$ cat src/rtl/shiftadd_mul_pkg.sv
package shiftadd_mul_pkg;

   typedef enum logic [0:0] {
      MS_IDLE = 1'b0,
      MS_RUN  = 1'b1
   } mul_state_e;

   function automatic int unsigned step_cnt_w(input int unsigned n);
      return (n < 2) ? 1 : $clog2(n);
   endfunction

endpackage

$ cat src/rtl/shiftadd_mul_prep.sv
module shiftadd_mul_prep #(
   parameter int unsigned OP_W      = 8,
   parameter bit          SIGNED_EN = 1'b1
) (
   input  logic              signed_mode,
   input  logic [OP_W-1:0]   op_a,
   input  logic [OP_W-1:0]   op_b,
   output logic [OP_W-1:0]   mag_a,
   output logic [OP_W-1:0]   mag_b,
   output logic              neg_res
);

   localparam int unsigned MSB = OP_W - 1;

   generate
      if (SIGNED_EN) begin : g_twos
         logic a_neg, b_neg;
         assign a_neg   = signed_mode & op_a[MSB];
         assign b_neg   = signed_mode & op_b[MSB];
         // the most negative value maps to 2^(OP_W-1) read as unsigned
         assign mag_a   = a_neg ? (~op_a + 1'b1) : op_a;
         assign mag_b   = b_neg ? (~op_b + 1'b1) : op_b;
         assign neg_res = a_neg ^ b_neg;
      end else begin : g_unsigned_only
         assign mag_a   = op_a;
         assign mag_b   = op_b;
         assign neg_res = signed_mode & 1'b0;
      end
   endgenerate

endmodule

$ cat src/rtl/shiftadd_mul_ctrl.sv
module shiftadd_mul_ctrl
   import shiftadd_mul_pkg::*;
#(
   parameter int unsigned OP_W = 8
) (
   input  logic clk,
   input  logic rst_n,
   input  logic start,
   output logic load,
   output logic step,
   output logic fin,
   output logic busy,
   output logic done
);

   localparam int unsigned CNT_W = step_cnt_w(OP_W);
   localparam logic [CNT_W-1:0] LAST = CNT_W'(OP_W - 1);

   mul_state_e       state_q;
   logic [CNT_W-1:0] cnt_q;
   logic             done_q;

   assign busy = (state_q == MS_RUN);
   assign load = (state_q == MS_IDLE) && start;
   assign step = busy;
   assign fin  = busy && (cnt_q == LAST);
   assign done = done_q;

   always_ff @(posedge clk) begin
      if (!rst_n) begin
         state_q <= MS_IDLE;
         cnt_q   <= '0;
         done_q  <= 1'b0;
      end else begin
         done_q <= fin;
         unique case (state_q)
            MS_IDLE: begin
               if (start) begin
                  state_q <= MS_RUN;
                  cnt_q   <= '0;
               end
            end
            MS_RUN: begin
               if (cnt_q == LAST) begin
                  state_q <= MS_IDLE;
                  cnt_q   <= '0;
               end else begin
                  cnt_q <= cnt_q + 1'b1;
               end
            end
            default: state_q <= MS_IDLE;
         endcase
      end
   end

   AST_STEP_BOUND: assert property (@(posedge clk) disable iff (!rst_n)
      busy |-> (cnt_q <= LAST));

   AST_DONE_SINGLE: assert property (@(posedge clk) disable iff (!rst_n)
      done |=> !done);

   AST_DONE_AFTER_RUN: assert property (@(posedge clk) disable iff (!rst_n)
      done |-> (!busy && $past(busy)));

   AST_START_BUSY_KEEPS: assert property (@(posedge clk) disable iff (!rst_n)
      (busy && start && !fin) |=> (busy && (cnt_q == $past(cnt_q) + 1'b1)));

endmodule

$ cat src/rtl/shiftadd_mul_dp.sv
module shiftadd_mul_dp #(
   parameter int unsigned OP_W = 8
) (
   input  logic                clk,
   input  logic                rst_n,
   input  logic                load,
   input  logic                step,
   input  logic [OP_W-1:0]     mag_a,
   input  logic [OP_W-1:0]     mag_b,
   input  logic                neg_in,
   output logic [2*OP_W-1:0]   sum_now,
   output logic                neg_q
);

   localparam int unsigned PW = 2 * OP_W;

   logic [PW-1:0]   mcand_q;
   logic [OP_W-1:0] mplier_q;
   logic [PW-1:0]   acc_q;

   // single adder; the multiplier LSB gates its second operand
   assign sum_now = acc_q + (mplier_q[0] ? mcand_q : '0);

   always_ff @(posedge clk) begin
      if (!rst_n) begin
         mcand_q  <= '0;
         mplier_q <= '0;
         acc_q    <= '0;
         neg_q    <= 1'b0;
      end else if (load) begin
         mcand_q  <= {{OP_W{1'b0}}, mag_a};
         mplier_q <= mag_b;
         acc_q    <= '0;
         neg_q    <= neg_in;
      end else if (step) begin
         acc_q    <= sum_now;
         mcand_q  <= mcand_q << 1;
         mplier_q <= mplier_q >> 1;
      end
   end

   AST_LOAD_CLEARS_ACC: assert property (@(posedge clk) disable iff (!rst_n)
      load |=> (acc_q == '0));

   AST_MPLIER_SHIFTS: assert property (@(posedge clk) disable iff (!rst_n)
      (step && !load) |=> (mplier_q == ($past(mplier_q) >> 1)));

   AST_OPERANDS_FROZEN: assert property (@(posedge clk) disable iff (!rst_n)
      (!load && !step) |=> ($stable(mcand_q) && $stable(mplier_q) && $stable(neg_q)));

endmodule

$ cat src/rtl/shiftadd_mul_fix.sv
module shiftadd_mul_fix #(
   parameter int unsigned PW        = 16,
   parameter bit          SIGNED_EN = 1'b1
) (
   input  logic [PW-1:0] mag_prod,
   input  logic          neg,
   output logic [PW-1:0] res
);

   generate
      if (SIGNED_EN) begin : g_negate
         assign res = neg ? (~mag_prod + 1'b1) : mag_prod;
      end else begin : g_pass
         assign res = mag_prod ^ {PW{neg & 1'b0}};
      end
   endgenerate

endmodule

$ cat src/rtl/shiftadd_mul.sv
module shiftadd_mul #(
   parameter int unsigned OP_W      = 8,
   parameter bit          SIGNED_EN = 1'b1
) (
   input  logic                  clk,
   input  logic                  rst_n,
   input  logic                  start,
   input  logic                  signed_mode,
   input  logic [OP_W-1:0]       op_a,
   input  logic [OP_W-1:0]       op_b,
   output logic                  busy,
   output logic                  done,
   output logic [2*OP_W-1:0]     product
);

   localparam int unsigned PW = 2 * OP_W;

   generate
      if (OP_W < 2) begin : g_bad_width
         $error("shiftadd_mul: OP_W must be at least 2");
      end
   endgenerate

   logic            load, step, fin;
   logic [OP_W-1:0] mag_a, mag_b;
   logic            neg_in, neg_q;
   logic [PW-1:0]   sum_now, fixed;
   logic [PW-1:0]   product_q;

   shiftadd_mul_prep #(.OP_W(OP_W), .SIGNED_EN(SIGNED_EN)) prep_i (
      .signed_mode (signed_mode),
      .op_a        (op_a),
      .op_b        (op_b),
      .mag_a       (mag_a),
      .mag_b       (mag_b),
      .neg_res     (neg_in)
   );

   shiftadd_mul_ctrl #(.OP_W(OP_W)) ctrl_i (
      .clk   (clk),
      .rst_n (rst_n),
      .start (start),
      .load  (load),
      .step  (step),
      .fin   (fin),
      .busy  (busy),
      .done  (done)
   );

   shiftadd_mul_dp #(.OP_W(OP_W)) dp_i (
      .clk     (clk),
      .rst_n   (rst_n),
      .load    (load),
      .step    (step),
      .mag_a   (mag_a),
      .mag_b   (mag_b),
      .neg_in  (neg_in),
      .sum_now (sum_now),
      .neg_q   (neg_q)
   );

   shiftadd_mul_fix #(.PW(PW), .SIGNED_EN(SIGNED_EN)) fix_i (
      .mag_prod (sum_now),
      .neg      (neg_q),
      .res      (fixed)
   );

   always_ff @(posedge clk) begin
      if (!rst_n) begin
         product_q <= '0;
      end else if (fin) begin
         product_q <= fixed;
      end
   end

   assign product = product_q;

   AST_PRODUCT_HOLD: assert property (@(posedge clk) disable iff (!rst_n)
      !fin |=> $stable(product));

   AST_NEG_SIGN: assert property (@(posedge clk) disable iff (!rst_n)
      (done && neg_q && (product != '0)) |-> product[PW-1]);

   AST_NO_START_WHILE_RUN: assert property (@(posedge clk) disable iff (!rst_n)
      (busy && start) |-> !load);

endmodule

$ cat config.mk
export PLATFORM = sky130hd
export DESIGN_NAME = shiftadd_mul
export DESIGN_NICKNAME = d
export VERILOG_FILES = /design/src/rtl/shiftadd_mul_pkg.sv /design/src/rtl/shiftadd_mul_prep.sv /design/src/rtl/shiftadd_mul_ctrl.sv /design/src/rtl/shiftadd_mul_dp.sv /design/src/rtl/shiftadd_mul_fix.sv /design/src/rtl/shiftadd_mul.sv
export SDC_FILE = /design/constraint.sdc
export NUM_CORES = 1
export LEC_CHECK = 0
export BUFFER_PORTS_ARGS = -buffer_cell sky130_fd_sc_hd__buf_2
export CAP_MARGIN = 5
export CORE_MARGIN = 2
export CORE_UTILIZATION = 60
export CTS_BUF_LIST = sky130_fd_sc_hd__clkbuf_8
export DETAILED_ROUTE_END_ITERATION = 12
export PLACE_DENSITY = 0.81
export SLEW_MARGIN = 10
export SYNTH_ARGS = -nofsm -noshare
export SYNTH_HDL_FRONTEND = slang
export SYNTH_SLANG_ARGS = --single-unit
$ cat constraint.sdc
create_clock -name clk -period 10.9 [get_ports clk]
set_input_delay 1.635 -clock clk [delete_from_list [all_inputs] [get_ports clk]]
set_output_delay 1.635 -clock clk [all_outputs]
set_load 0.01 [all_outputs]
# Word level (Yosys, flattened, before mapping)
# Cells that the tools add are included.
[word_totals] regBits=62 in_bits=20 output_inout_bits=18
[classes] muxes=14 eq_ne=2 bitwise_logic=8 reduce_logical=4 n_addsub=5
[op_table] cell="8-bit two-way mux" n=6
[op_table] cell="16-bit two-way mux" n=2
[op_table] cell="16-bit by 1-bit adder with 16-bit output, second input constant" n=1
[op_table] cell="16-bit adder" n=1
[op_table] cell="8-bit by 1-bit adder with 8-bit output, second input constant" n=2
[op_table] cell="16-bit NOT" n=1
[op_table] cell="8-bit NOT" n=2
[op_table] cell="3-bit two-way mux" n=2
[op_table] cell="3-bit one-hot mux with 2 select lines" n=1
[op_table] cell="3-bit by 1-bit adder with 3-bit output, second input constant" n=1
[op_table] cell="3-bit == test, second input constant" n=1
[op_table] cell="1-bit bitwise AND" n=2
[op_table] cell="1-bit logical AND" n=2
[op_table] cell="1-bit two-way mux" n=2
[op_table] cell="2-bit inequality test, second input constant" n=1
[op_table] cell="1-bit NOT" n=2
[op_table] cell="1-bit one-hot mux with 2 select lines" n=1
[op_table] cell="2-bit nonzero test" n=1
[op_table] cell="2-bit OR reduction" n=1
[op_table] cell="1-bit XOR" n=1

# Logic depth before layout (Yosys ltp)
[depth] word_depth=5 mapped_depth=14 ltp_nobuf=13

# Hierarchy
# From an unflattened synthesis, not the netlist that was laid out.
[unflattened] hier_cells=469 area_unflattened_um2=4073.9
[modules_own_cells] mod="shiftadd_mul_dp" area_each_um2=2556.2 seq_area_each_um2=820.8 cells_each=302 instances=1
[modules_own_cells] mod="shiftadd_mul" area_each_um2=615.6 seq_area_each_um2=320.3 cells_each=51 instances=1
[modules_own_cells] mod="shiftadd_mul_fix" area_each_um2=332.8 seq_area_each_um2=0.0 cells_each=47 instances=1
[modules_own_cells] mod="shiftadd_mul_prep" area_each_um2=322.8 seq_area_each_um2=0.0 cells_each=48 instances=1
[modules_own_cells] mod="shiftadd_mul_ctrl" area_each_um2=246.5 seq_area_each_um2=100.1 cells_each=21 instances=1

# Worst setup path after synthesis
# No wires, ideal clock.
[synth_timing] kind="register -> register" from="register dp_i.mplier_q[0]" to="register product_q[15] (netlist: product[15])" setup_time_ps=125 synth_period_minus_slack_ps=3552 path_buffers=1 setup_slack_ps=7348 arrival_time_ps=3427 stages_incl_launch_ff=15 cell_sequence="dfxtp_1 > clkbuf_1 > and2_1 > ha_1 > inv_1 > fa_1 > nand2b_1 > a21oi_1 > o2111ai_1 > and3_1 > or4_4 > or4_4 > o41ai_2 > xor2_1 > o21ai_1"
[synth_between] elab_chain_cells=5
[synth_lines] item="from (decl)" line_no="shiftadd_mul_dp.sv:18" rtl="logic [OP_W-1:0] mplier_q;"
[synth_lines] item="from (signal assigned)" line_no="shiftadd_mul_dp.sv:32" rtl="mplier_q <= mag_b;"
[synth_lines] item="from (signal assigned)" line_no="shiftadd_mul_dp.sv:38" rtl="mplier_q <= mplier_q >> 1;"
[synth_lines] item="16-bit two-way mux (*)" line_no="shiftadd_mul_dp.sv:22" rtl="assign sum_now = acc_q + (mplier_q[0] ? mcand_q : '0);"
[synth_lines] item="16-bit adder (*)" line_no="shiftadd_mul_dp.sv:22"
[synth_lines] item="16-bit NOT" line_no="shiftadd_mul_fix.sv:12" rtl="assign res = neg ? (~mag_prod + 1'b1) : mag_prod;"
[synth_lines] item="16-bit by 1-bit adder with 16-bit output" line_no="shiftadd_mul_fix.sv:12"
[synth_lines] item="16-bit two-way mux (*)" line_no="shiftadd_mul_fix.sv:12"
[synth_lines] item="to (signal assigned)" line_no="shiftadd_mul.sv:72" rtl="product_q <= fixed;"
[synth_lines] item="to (decl)" line_no="shiftadd_mul.sv:28" rtl="logic [PW-1:0] product_q;"
# Every way passes the cells marked *; elsewhere a longest branch is shown, timed or not.
# A chain may end at the register's enable or synchronous reset.

# Worst setup path in the final report
# Ends and elaborated chain as after synthesis.

==> flow_metrics.env <==
export IMPL_status="finished, final reports clean"
export IMPL_synth_edf_count=0
export IMPL_root_buffer="clkbuf_8"
export IMPL_gr_total_overflow=0
export IMPL_drive_gt1_share_pct=13.08
export IMPL_relSlewSlack_pct=43.42
export IMPL_port_buffers=37
export IMPL_cap_violations=0
export IMPL_cpLargestDelayFamily="simple AND/OR/NAND/NOR gates"
export IMPL_fp_row_count=28
export IMPL_ys_ff_latch=62
export IMPL_ys_warn_count=0
export IMPL_drt_iter0_drc=164
export IMPL_critPathMaxFanout=17
export IMPL_grt_setup_unrepaired="no"
export IMPL_antenna_cells=0
export IMPL_cts_buffer_depth=2
export IMPL_insertion_delay_ps=350
export IMPL_vias=3288
export IMPL_irDropWorstVdd_v=0.00007157
export IMPL_cts_resized=0
export IMPL_post_synth_num_cell_types=52
export IMPL_cts_sinks=62
export IMPL_cpMostUsedCell="or4_4"
export IMPL_power_density_mw_per_mm2=117.7
export IMPL_antenna_left=0
export IMPL_gr_usage_all_layers_pct=23.52
export IMPL_layout_commonest_cell="dfxtp_1"
export IMPL_cp_arrival_ps=4100
export IMPL_finClkSkew_ps=9.841
export IMPL_antenna_found_initial=0
export IMPL_cts_tree="built"
export IMPL_tightest_slew_ps=846.6
export IMPL_synth_nets=506
export IMPL_power_leakage_nw=1.775
export IMPL_mostFrequentLayoutCells="dfxtp_1 (61), nor2_1 (57), nand2_1 (42)"
export IMPL_hold_buffers=0
export IMPL_dp_hpwl_mm=5.659
export IMPL_ios=38
export IMPL_core_region_area_mm2=0.006026
export IMPL_slowest_stage="dfxtp_1"
export IMPL_end_kind="flip-flop"
export IMPL_fp_dieH_um=83.44
export IMPL_vias_per_cell=5.748
export IMPL_place_gp_congestion=0.8971
export IMPL_htree_levels=3
export IMPL_drv_slew=0
export IMPL_async_flop_share_pct=0
export IMPL_grt_pass1_wl_mm=13.64
export IMPL_syn_area_mm2=0.003786
export IMPL_start_util_pct=62.83
export IMPL_finalCriticalPeriod_ps=3881
export IMPL_hold_path_class="flip-flop to flip-flop"
export IMPL_fin_nets=533
export IMPL_finalPower_mw=0.4911
export IMPL_crit_buf_inv=1
export IMPL_cts_setup_buffers=0
export IMPL_period_share_pct=35.61
export IMPL_synthCells=465
export IMPL_cp_cell_sequence="and2_1, ha_1, inv_1, fa_1, nand2b_1, a21o_1, a21boi_1, o2111ai_1, or4_4, or4_4, o41ai_2, xor2_1, o21ai_1"
export IMPL_syn_to_final_growth_pct=10.24
export IMPL_drc_errors=0
export IMPL_grt_start_max_net_pins=37
export IMPL_wirelength_mm=7.809
export IMPL_final_setup_tns_ps=0
export IMPL_setup_viol=0
export IMPL_hold_viol=0
export IMPL_fmax_mhz=257.7
export IMPL_clk_pin_slew_ps=70
export IMPL_drt_wirelength_per_cell_um=13.65
export IMPL_dieArea_mm2=0.006961
export IMPL_synth_seq_area_share_pct=32.78
export IMPL_die_w_um=83.44
export IMPL_required_ps=11120
export IMPL_avgSynthCellArea_um2=8.142
export IMPL_synth_ff_type="dfxtp_1"
export IMPL_setup_worst_path_start_class="flip-flop"
export IMPL_grt_pass1_vias=3190
export IMPL_max_stage_delay_ps=580
export IMPL_cts_buffers=9
export IMPL_dr_pass1_iters=4
export IMPL_setup_worst_path_class="flip-flop to flip-flop"
[worst min-delay path: cells and delay by family, from the launching register on]
family	cells	cell delay, ps
AND/OR/NAND/NOR	1	40
AO/OA/AOI/OAI	1	50
flip-flops	1	320
[synth_stat cells, types with 4 or more instances]
cell	count	area (um2)
dfxtp_1	62	1241
nor2_1	57	214.0
nand2_1	42	157.7
a21oi_1	37	185.2
o21ai_0	26	130.1
mux2i_1	21	210.2
ha_1	20	250.2
clkbuf_1	19	71.32
xnor2_1	19	166.4
nor2b_1	18	112.6
and2_1	15	93.84
inv_1	14	52.55
xor2_1	13	113.9
nor3_1	12	60.06
a211oi_1	9	67.56
a311oi_1	7	61.31
nand3_1	7	35.03
a21o_1	5	37.54
a31oi_1	4	25.02
nor3b_1	4	30.03
o211ai_1	4	30.03
or3_1	4	25.02
[registers in the layout, indices dropped and copies added, names as in the netlist]
register,cells
ctrl_i.cnt_q,3
dp_i.acc_q,16
dp_i.neg_q,1
ctrl_i.done,1
dp_i.mcand_q,16
ctrl_i.busy,1
product,16
dp_i.mplier_q,8
[path summary, 6_finish.rpt]
kind | start | to | slack (ps) | cells past startpoint
worst min-delay path | product[1]$_SDFFE_PN0P_ | product[1]$_SDFFE_PN0P_ | 450 | 2
worst max-delay path | dp_i.mplier_q[0]$_SDFFE_PN0P_ | product[15]$_SDFFE_PN0P_ | 7020 | 13
worst max register to register | dp_i.mplier_q[0]$_SDFFE_PN0P_ | product[15]$_SDFFE_PN0P_ | 7020 | 13
worst min register to register | product[1]$_SDFFE_PN0P_ | product[1]$_SDFFE_PN0P_ | 450 | 2
[area by class of cell]
| type | count | area (um2) |
|---|---|---|
| sequential | 62 | 1242 |
| clock inverter | 7 | 66.31 |
| fill | 539 | 1852 |
| clock buffer | 9 | 123.9 |
| multi-input combinational | 366 | 2395 |
| tap | 75 | 93.84 |
| inverter | 14 | 52.55 |
| timing repair buffer | 39 | 200.2 |
[kinds of logic (layout without fill, tap and decap cells)]
group / count (synthesis) / count (layout) / synth area share (%)
xor+xnor: 33 / 33 / 7.832
buf+inv: 37 / 69 / 3.966
flops: 62 / 62 / 32.78
simple gates: 173 / 173 / 22.11
mux: 21 / 21 / 5.552
compound gates: 118 / 118 / 20.62
fa+ha+maj: 21 / 21 / 7.138
[routing by layer]
metal	routed length [um]	GRT usage, %
met1	3684	29.18
met4	147	10.41
met2	3637	39.88
met3	339	4.175
met5	0	0
[per-stage QoR]
step / std cells / hold slack (ps) / util (%) / instance area, um2 / setup slack [ps]
after floorplan: 465 / 448.4 / - / 3786 / 7348
after global placement: 556 / 429.6 / 66.11 / 3984 / 7210
after detailed placement: 556 / 438.7 / 66.11 / 3984 / 7041
after CTS: 572 / 453.0 / 69.27 / 4174 / 7012
after global routing: 572 / 482.6 / 69.27 / 4174 / 6676
final: 572 / 447.1 / 69.27 / 4174 / 7019
[report_power, final]
group | switching [mW] | leakage, nW | total (mW) | internal [mW]
combinational | 0.0325 | 1.18 | 0.0566 | 0.0240
sequential | 0.00757 | 0.503 | 0.240 | 0.232
clock | 0.0910 | 0.0924 | 0.195 | 0.104
total | 0.131 | 1.77 | 0.491 | 0.360
Note: power is estimated with default switching activity, not from simulation.
